`config.mk`:
```
export PLATFORM = sky130hd
export DESIGN_NAME = irq_vector_ctl
export DESIGN_NICKNAME = d
export VERILOG_FILES = /design/src/rtl/ivc_pkg.sv /design/src/rtl/ivc_req.sv /design/src/rtl/ivc_out_reg.sv /design/src/rtl/irq_vector_ctl.sv
export SDC_FILE = /design/constraint.sdc
export NUM_CORES = 1
export LEC_CHECK = 0
export ABC_CLOCK_PERIOD_IN_PS = 1300
export BUFFER_PORTS_ARGS = -buffer_cell sky130_fd_sc_hd__buf_2
export CORE_MARGIN = 2
export CORE_UTILIZATION = 47
export CTS_BUF_LIST = sky130_fd_sc_hd__clkbuf_2 sky130_fd_sc_hd__clkbuf_4 sky130_fd_sc_hd__clkbuf_8
export CTS_CLUSTER_SIZE = 25
export DETAILED_ROUTE_END_ITERATION = 10
export GPL_TIMING_DRIVEN = 0
export PLACE_DENSITY = 0.76
export REMOVE_ABC_BUFFERS = 1
export SLEW_MARGIN = 15
export SYNTH_ARGS = -nofsm -noshare
export SYNTH_HDL_FRONTEND = slang
export SYNTH_SLANG_ARGS = --single-unit
```
`constraint.sdc`:
```
create_clock -name clk -period 1.3 [get_ports clk]
set_input_delay 0.195 -clock clk [delete_from_list [all_inputs] [get_ports clk]]
set_output_delay 0.195 -clock clk [all_outputs]
set_load 0.01 [all_outputs]
```
`src/rtl/ivc_pkg.sv`:
```
package ivc_pkg;
    localparam int NCH   = 2;
    localparam int CH_W  = $clog2(NCH);
    localparam int VEC_W = 8;
    localparam int CMD_W = 3;
    localparam int MOD_W = 2;

    typedef logic [CH_W-1:0] ch_t;
    localparam ch_t CH_A = ch_t'(0);
    localparam ch_t CH_B = ch_t'(1);

    localparam logic [CMD_W-1:0] CMD_CLR_TX  = 3'b101;
    localparam logic [CMD_W-1:0] CMD_END_SVC = 3'b111;

    typedef struct packed {
        logic [NCH-1:0]   rx_pend;
        logic [NCH-1:0]   tx_pend;
        logic [NCH-1:0]   rx_svc;
        logic [NCH-1:0]   rx_post;
        logic [NCH-1:0]   tx_post;
        logic [VEC_W-1:0] vec;
    } ivc_state_t;

    typedef struct packed {
        logic           irq;
        logic [NCH-1:0] ext;
    } ivc_out_t;

    function automatic logic [VEC_W-1:0] code_none(logic hi);
        return hi ? 8'h60 : 8'h06;
    endfunction

    function automatic logic [VEC_W-1:0] code_rx(ch_t ch, logic hi);
        if (ch == CH_A) return hi ? 8'h30 : 8'h0C;
        return hi ? 8'h20 : 8'h04;
    endfunction

    function automatic logic [VEC_W-1:0] code_tx(ch_t ch, logic hi);
        if (ch == CH_A) return hi ? 8'h10 : 8'h08;
        return 8'h00;
    endfunction

    function automatic ivc_state_t post_rx(ivc_state_t s, ch_t ch, logic hi);
        ivc_state_t r = s;
        r.rx_pend[ch] = 1'b1;
        r.rx_svc[ch]  = 1'b1;
        r.rx_post[ch] = 1'b1;
        r.vec         = code_rx(ch, hi);
        return r;
    endfunction

    function automatic ivc_state_t post_tx(ivc_state_t s, ch_t ch, logic hi, logic tie);
        ivc_state_t r = s;
        r.tx_pend[ch] = 1'b1;
        if (!r.rx_svc[ch]) begin
            if (tie) r.tx_post[ch] = 1'b1;
            r.vec = code_tx(ch, hi);
        end
        return r;
    endfunction

    function automatic ivc_state_t drop_rx(ivc_state_t s, ch_t ch, logic hi, logic tie);
        ivc_state_t r = s;
        r.rx_pend[ch] = 1'b0;
        r.rx_svc[ch]  = 1'b0;
        r.rx_post[ch] = 1'b0;
        r.vec         = code_none(hi);
        if (r.tx_pend[ch]) r = post_tx(r, ch, hi, tie);
        return r;
    endfunction

    function automatic ivc_state_t drop_tx(ivc_state_t s, ch_t ch, logic hi);
        ivc_state_t r = s;
        r.tx_pend[ch] = 1'b0;
        r.tx_post[ch] = 1'b0;
        r.vec         = code_none(hi);
        if (r.rx_pend[ch]) r = post_rx(r, ch, hi);
        return r;
    endfunction

    function automatic ivc_state_t end_service(ivc_state_t s, ch_t ch, logic hi, logic tie);
        ivc_state_t r = s;
        if (r.rx_svc[ch]) begin
            r.rx_svc[ch] = 1'b0;
            if (r.tx_pend[ch]) r = post_tx(r, ch, hi, tie);
        end
        return r;
    endfunction
endpackage

```
`src/rtl/ivc_req.sv`:
```
module ivc_req
    import ivc_pkg::*;
(
    input  logic             tx_ie,
    input  logic [MOD_W-1:0] rx_mode,
    input  logic             brk_ie,
    input  logic             brk_stat,
    input  logic             tx_pend,
    input  logic             rx_pend,
    output logic             req,
    output logic             brk_hit
);
    logic rx_on;

    always_comb begin
        rx_on   = (rx_mode == 2'b01) || (rx_mode == 2'b10);
        brk_hit = brk_ie & brk_stat;
        req     = (tx_ie & tx_pend) | (rx_on & rx_pend) | brk_hit;
    end
endmodule

```
`src/rtl/ivc_out_reg.sv`:
```
module ivc_out_reg
    import ivc_pkg::*;
(
    input  logic           clk,
    input  logic           rst_n,
    input  logic [NCH-1:0] req,
    input  logic [NCH-1:0] brk_hit,
    output logic           irq,
    output logic [NCH-1:0] ext
);
    ivc_out_t out_d, out_q;

    always_comb begin
        out_d     = out_q;
        out_d.irq = |req;
        out_d.ext = brk_hit;
    end

    always_ff @(posedge clk or negedge rst_n) begin
        if (!rst_n) out_q <= '0;
        else        out_q <= out_d;
    end

    assign irq = out_q.irq;
    assign ext = out_q.ext;
endmodule

```
`src/rtl/irq_vector_ctl.sv`:
```
module irq_vector_ctl
    import ivc_pkg::*;
(
    input  logic                       clk,
    input  logic                       rst_n,
    input  logic                       status_hi,
    input  logic [NCH-1:0]             tx_ie,
    input  logic [NCH-1:0][MOD_W-1:0]  rx_mode,
    input  logic [NCH-1:0]             brk_ie,
    input  logic [NCH-1:0]             brk_stat,
    input  logic [NCH-1:0]             rx_byte,
    input  logic [NCH-1:0]             tx_wr,
    input  logic [NCH-1:0]             rd_data,
    input  logic [NCH-1:0]             cmd_strobe,
    input  logic [NCH-1:0][CMD_W-1:0]  cmd_code,
    output logic                       irq,
    output logic [VEC_W-1:0]           pend_reg,
    output logic [VEC_W-1:0]           vec_reg
);
    ivc_state_t     state_d, state_q;
    logic [NCH-1:0] req, brk_hit, ext;

    // Events applied channel A first, then B; within a channel rx, read, cmd, tx.
    always_comb begin
        state_d = state_q;
        for (int c = 0; c < NCH; c++) begin
            if (rx_byte[c])
                state_d = post_rx(state_d, ch_t'(c), status_hi);
            if (rd_data[c])
                state_d = drop_rx(state_d, ch_t'(c), status_hi, tx_ie[c]);
            if (cmd_strobe[c]) begin
                if (cmd_code[c] == CMD_CLR_TX)
                    state_d = drop_tx(state_d, ch_t'(c), status_hi);
                else if (cmd_code[c] == CMD_END_SVC)
                    state_d = end_service(state_d, ch_t'(c), status_hi, tx_ie[c]);
            end
            if (tx_wr[c])
                state_d = post_tx(state_d, ch_t'(c), status_hi, tx_ie[c]);
        end
    end

    always_ff @(posedge clk or negedge rst_n) begin
        if (!rst_n) state_q <= '0;
        else        state_q <= state_d;
    end

    for (genvar g = 0; g < NCH; g++) begin : g_req
        ivc_req u_req (
            .tx_ie    (tx_ie[g]),
            .rx_mode  (rx_mode[g]),
            .brk_ie   (brk_ie[g]),
            .brk_stat (brk_stat[g]),
            .tx_pend  (state_q.tx_pend[g]),
            .rx_pend  (state_q.rx_pend[g]),
            .req      (req[g]),
            .brk_hit  (brk_hit[g])
        );
    end

    ivc_out_reg u_out (
        .clk     (clk),
        .rst_n   (rst_n),
        .req     (req),
        .brk_hit (brk_hit),
        .irq     (irq),
        .ext     (ext)
    );

    assign pend_reg = {2'b00,
                       state_q.rx_post[CH_A], state_q.tx_post[CH_A], ext[CH_A],
                       state_q.rx_post[CH_B], state_q.tx_post[CH_B], ext[CH_B]};
    assign vec_reg  = state_q.vec;
endmodule

```
==> metrics.yaml <==
worst_setup_path:
  cp_max_fo: 3
  worst_setup_path_end_kind: "register"
  cp-start-kind: "register"
  worstPathArrival_ps: 1720
  worstSetupPathType: "reg -> reg"
  critPathRequiredTime_ps: 1530
clock_network:
  clk_pin_slew_ps: 120
  cts_tree: "built"
  htreeDepth: 1
  cts_made_buffers: 3
  root_buffer: "clkbuf_4"
  clk_latency_ps: 310
  clockBufferDepth: 2
  cts_sinks: 21
drt:
  ant_nets: 0
  dr.pass1.iters: 4
  drt_iter0_drc: 62
  routed_wire_length_per_instance_um: 14.7
  drc_errors: 0
  vias: 1363
  routed_wirelength_mm: 3.43
  viasPerCell: 5.82
grt:
  grt_start_max_net_pins: 22
  gr-total-overflow: 0
  grt_pass1_wl_mm: 5.51
  grt_use_total: 0.210
  antenna_found_initial: 0
  grt_pass1_vias: 1276
timing:
  period_minus_slack_ps: 1490
  hold_viol_final: 0
  drv_slew: 0
  skew_ps: 7.09
  fin_tns_setup_ps: -980
  finalSetupViolCount: 9
  rsz0062_at_grt: "yes"
  fmax_ghz: 0.669
  worst_slack_ps: -194
  fin_crit_sh: 1.15
yosys:
  synth_common_cells: "nor2_1, dfrtp_1, buf_4, o21ai_0"
  yosysWarningCount: 0
  synthCells: 164
  synth.top_cells.by_area: "dfrtp_1, buf_4, nor2_1, o21ai_0, a21oi_1"
  synth_most_common_cell: "nor2_1"
  syn-cell-area_um2: 1390
  synth.distinct_cells: 42
  synth_largest_area_cell: "dfrtp_1"
  synth-edff-count: 0
  synth.avg_cell_area_um2: 8.45
  synth-seq-area-share: 0.379
  synth_ff_type: "dfrtp_1"
  postSynth.asyncResetShare: 1.00
  ys_ff_latch: 21
  yosysTopAreaCellShare: 0.379
pwr:
  static-leakage-power_nw: 0.820
  powerDensity_nw_per_um2: 844
  vdd_drop_max_v: 0.000674
outcome:
  violations: "setup timing"
  status: "finished, violations left"
min_path:
  hold_class: "in -> reg"
placement:
  dp_hpwl_mm: 2.44
  gp_congestion: 0.875
  dp.cells: 217
  portBuffers: 41
cells_and_area:
  finalNetCount: 231
  fin_cells: 234
  fill_cells: 269
  antenna_cells: 0
  drive_gt1_frac: 0.379
  syn2layout_area_growth_pct: 21.7
  largest_reg_flops: 8
floorplan:
  die_h_um: 58.3
  dieArea_um2: 3400
  rows: 19
  initial_utilization: 0.498
  core_um2: 2780
  pin_count: 44
  die_w_um: 58.3
job:
  drv_cap: 0
-- power breakdown --
group	internal (W)	switching (W)	total, W	leakage, nW
registers	0.000688	0.0000236	0.000711	0.256
logic	0.000169	0.000201	0.000370	0.545
clock network	0.000141	0.000200	0.000340	0.0184
-- critical path: stages (launching register included) --
cell     delay, ps
dfrtp_1        410
o21ba_4        220
buf_4          150
nand3_1         80
a31oi_1         80
a211o_1        280
a31oi_1        200
-- kinds of logic (layout without fill, tap and decap cells) --
| logic type | after synthesis | in the layout | share of synthesized area |
|---|---|---|---|
| buffers and inverters | 26 | 64 | 0.115 |
| flip-flops | 21 | 21 | 0.379 |
| multiplexers | 3 | 3 | 0.0217 |
| XOR/XNOR | 2 | 2 | 0.0126 |
| AO/OA/AOI/OAI | 50 | 50 | 0.257 |
| other | 1 | 2 | 0.00271 |
| AND/OR/NAND/NOR | 61 | 61 | 0.212 |
-- per-stage QoR --
step	utilization	hold WS (ps)	cell area, µm²	total power, W	setup slack, ps
final	0.606	130	1690	0.00142	-194
after CTS	0.575	126	1600	0.00139	-183
after global routing	0.606	132	1690	0.00150	-262
after detailed placement	0.538	181	1500	0.00103	-329
after floorplan	-	-101	1250	0.000887	-96.4
after global placement	0.538	174	1500	0.00102	-288
-- cell type report --
cell class / instances / area [µm²] / share of cell area
inverters: 6 / 22.5 / 0.0134
flip-flops and latches: 21 / 528 / 0.313
multi-input cells: 118 / 761 / 0.451
repair buffers: 54 / 305 / 0.181
well taps: 31 / 38.8 / 0.0230
clock buffers: 4 / 30.0 / 0.0178
-- worst paths after layout --
path                                  startpoint                 endpoint  slack [ps]  depth (start not counted)
max in group asynchronous                  rst_n  state_q[15]$_DFFE_PN0P_         580                          2
min in group asynchronous                  rst_n    state_q[16]$_DFF_PN0_         360                          2
max                        state_q[12]$_DFF_PN0_     vec_reg[2]$_DFF_PN0_        -190                          6
min reg2reg                pend_reg[4]$_DFF_PN0_    pend_reg[4]$_DFF_PN0_         520                          1
max reg2reg                state_q[12]$_DFF_PN0_     vec_reg[2]$_DFF_PN0_        -190                          6
min                                     tx_ie[0]    pend_reg[4]$_DFF_PN0_         130                          2
-- what timing repair did --
action	4_1_cts	5_1_grt
cloned	0	0
endpoints found under the hold margin	21	0
resized for setup	8	12
pin swaps	13	12
hold buffers	1	0
endpoints found under the setup margin	10	10
setup buffers	5	7
-- layout by cell type, fill, tap and decap left out, drive strengths merged, types with 4 or more instances in the layout --
cell and n:
inv 6, o21ai 16, dfrtp 21, or3 4, nand2b 4, clkbuf 4
buf 53, a21oi 11, nand3 7, nand2 10, and2 4, nor2 26
-- per-layer routing --
layer | vias up | part of all wire | global-route usage
li1 | 642 | - | -
met1 | 645 | 0.42 | 0.262
met2 | 67 | 0.48 | 0.356
met3 | 9 | 0.075 | 0.0335
met4 | 0 | 0.024 | 0.0930
met5 | - | 0 | 0
Power figures use the tool's default switching activity.
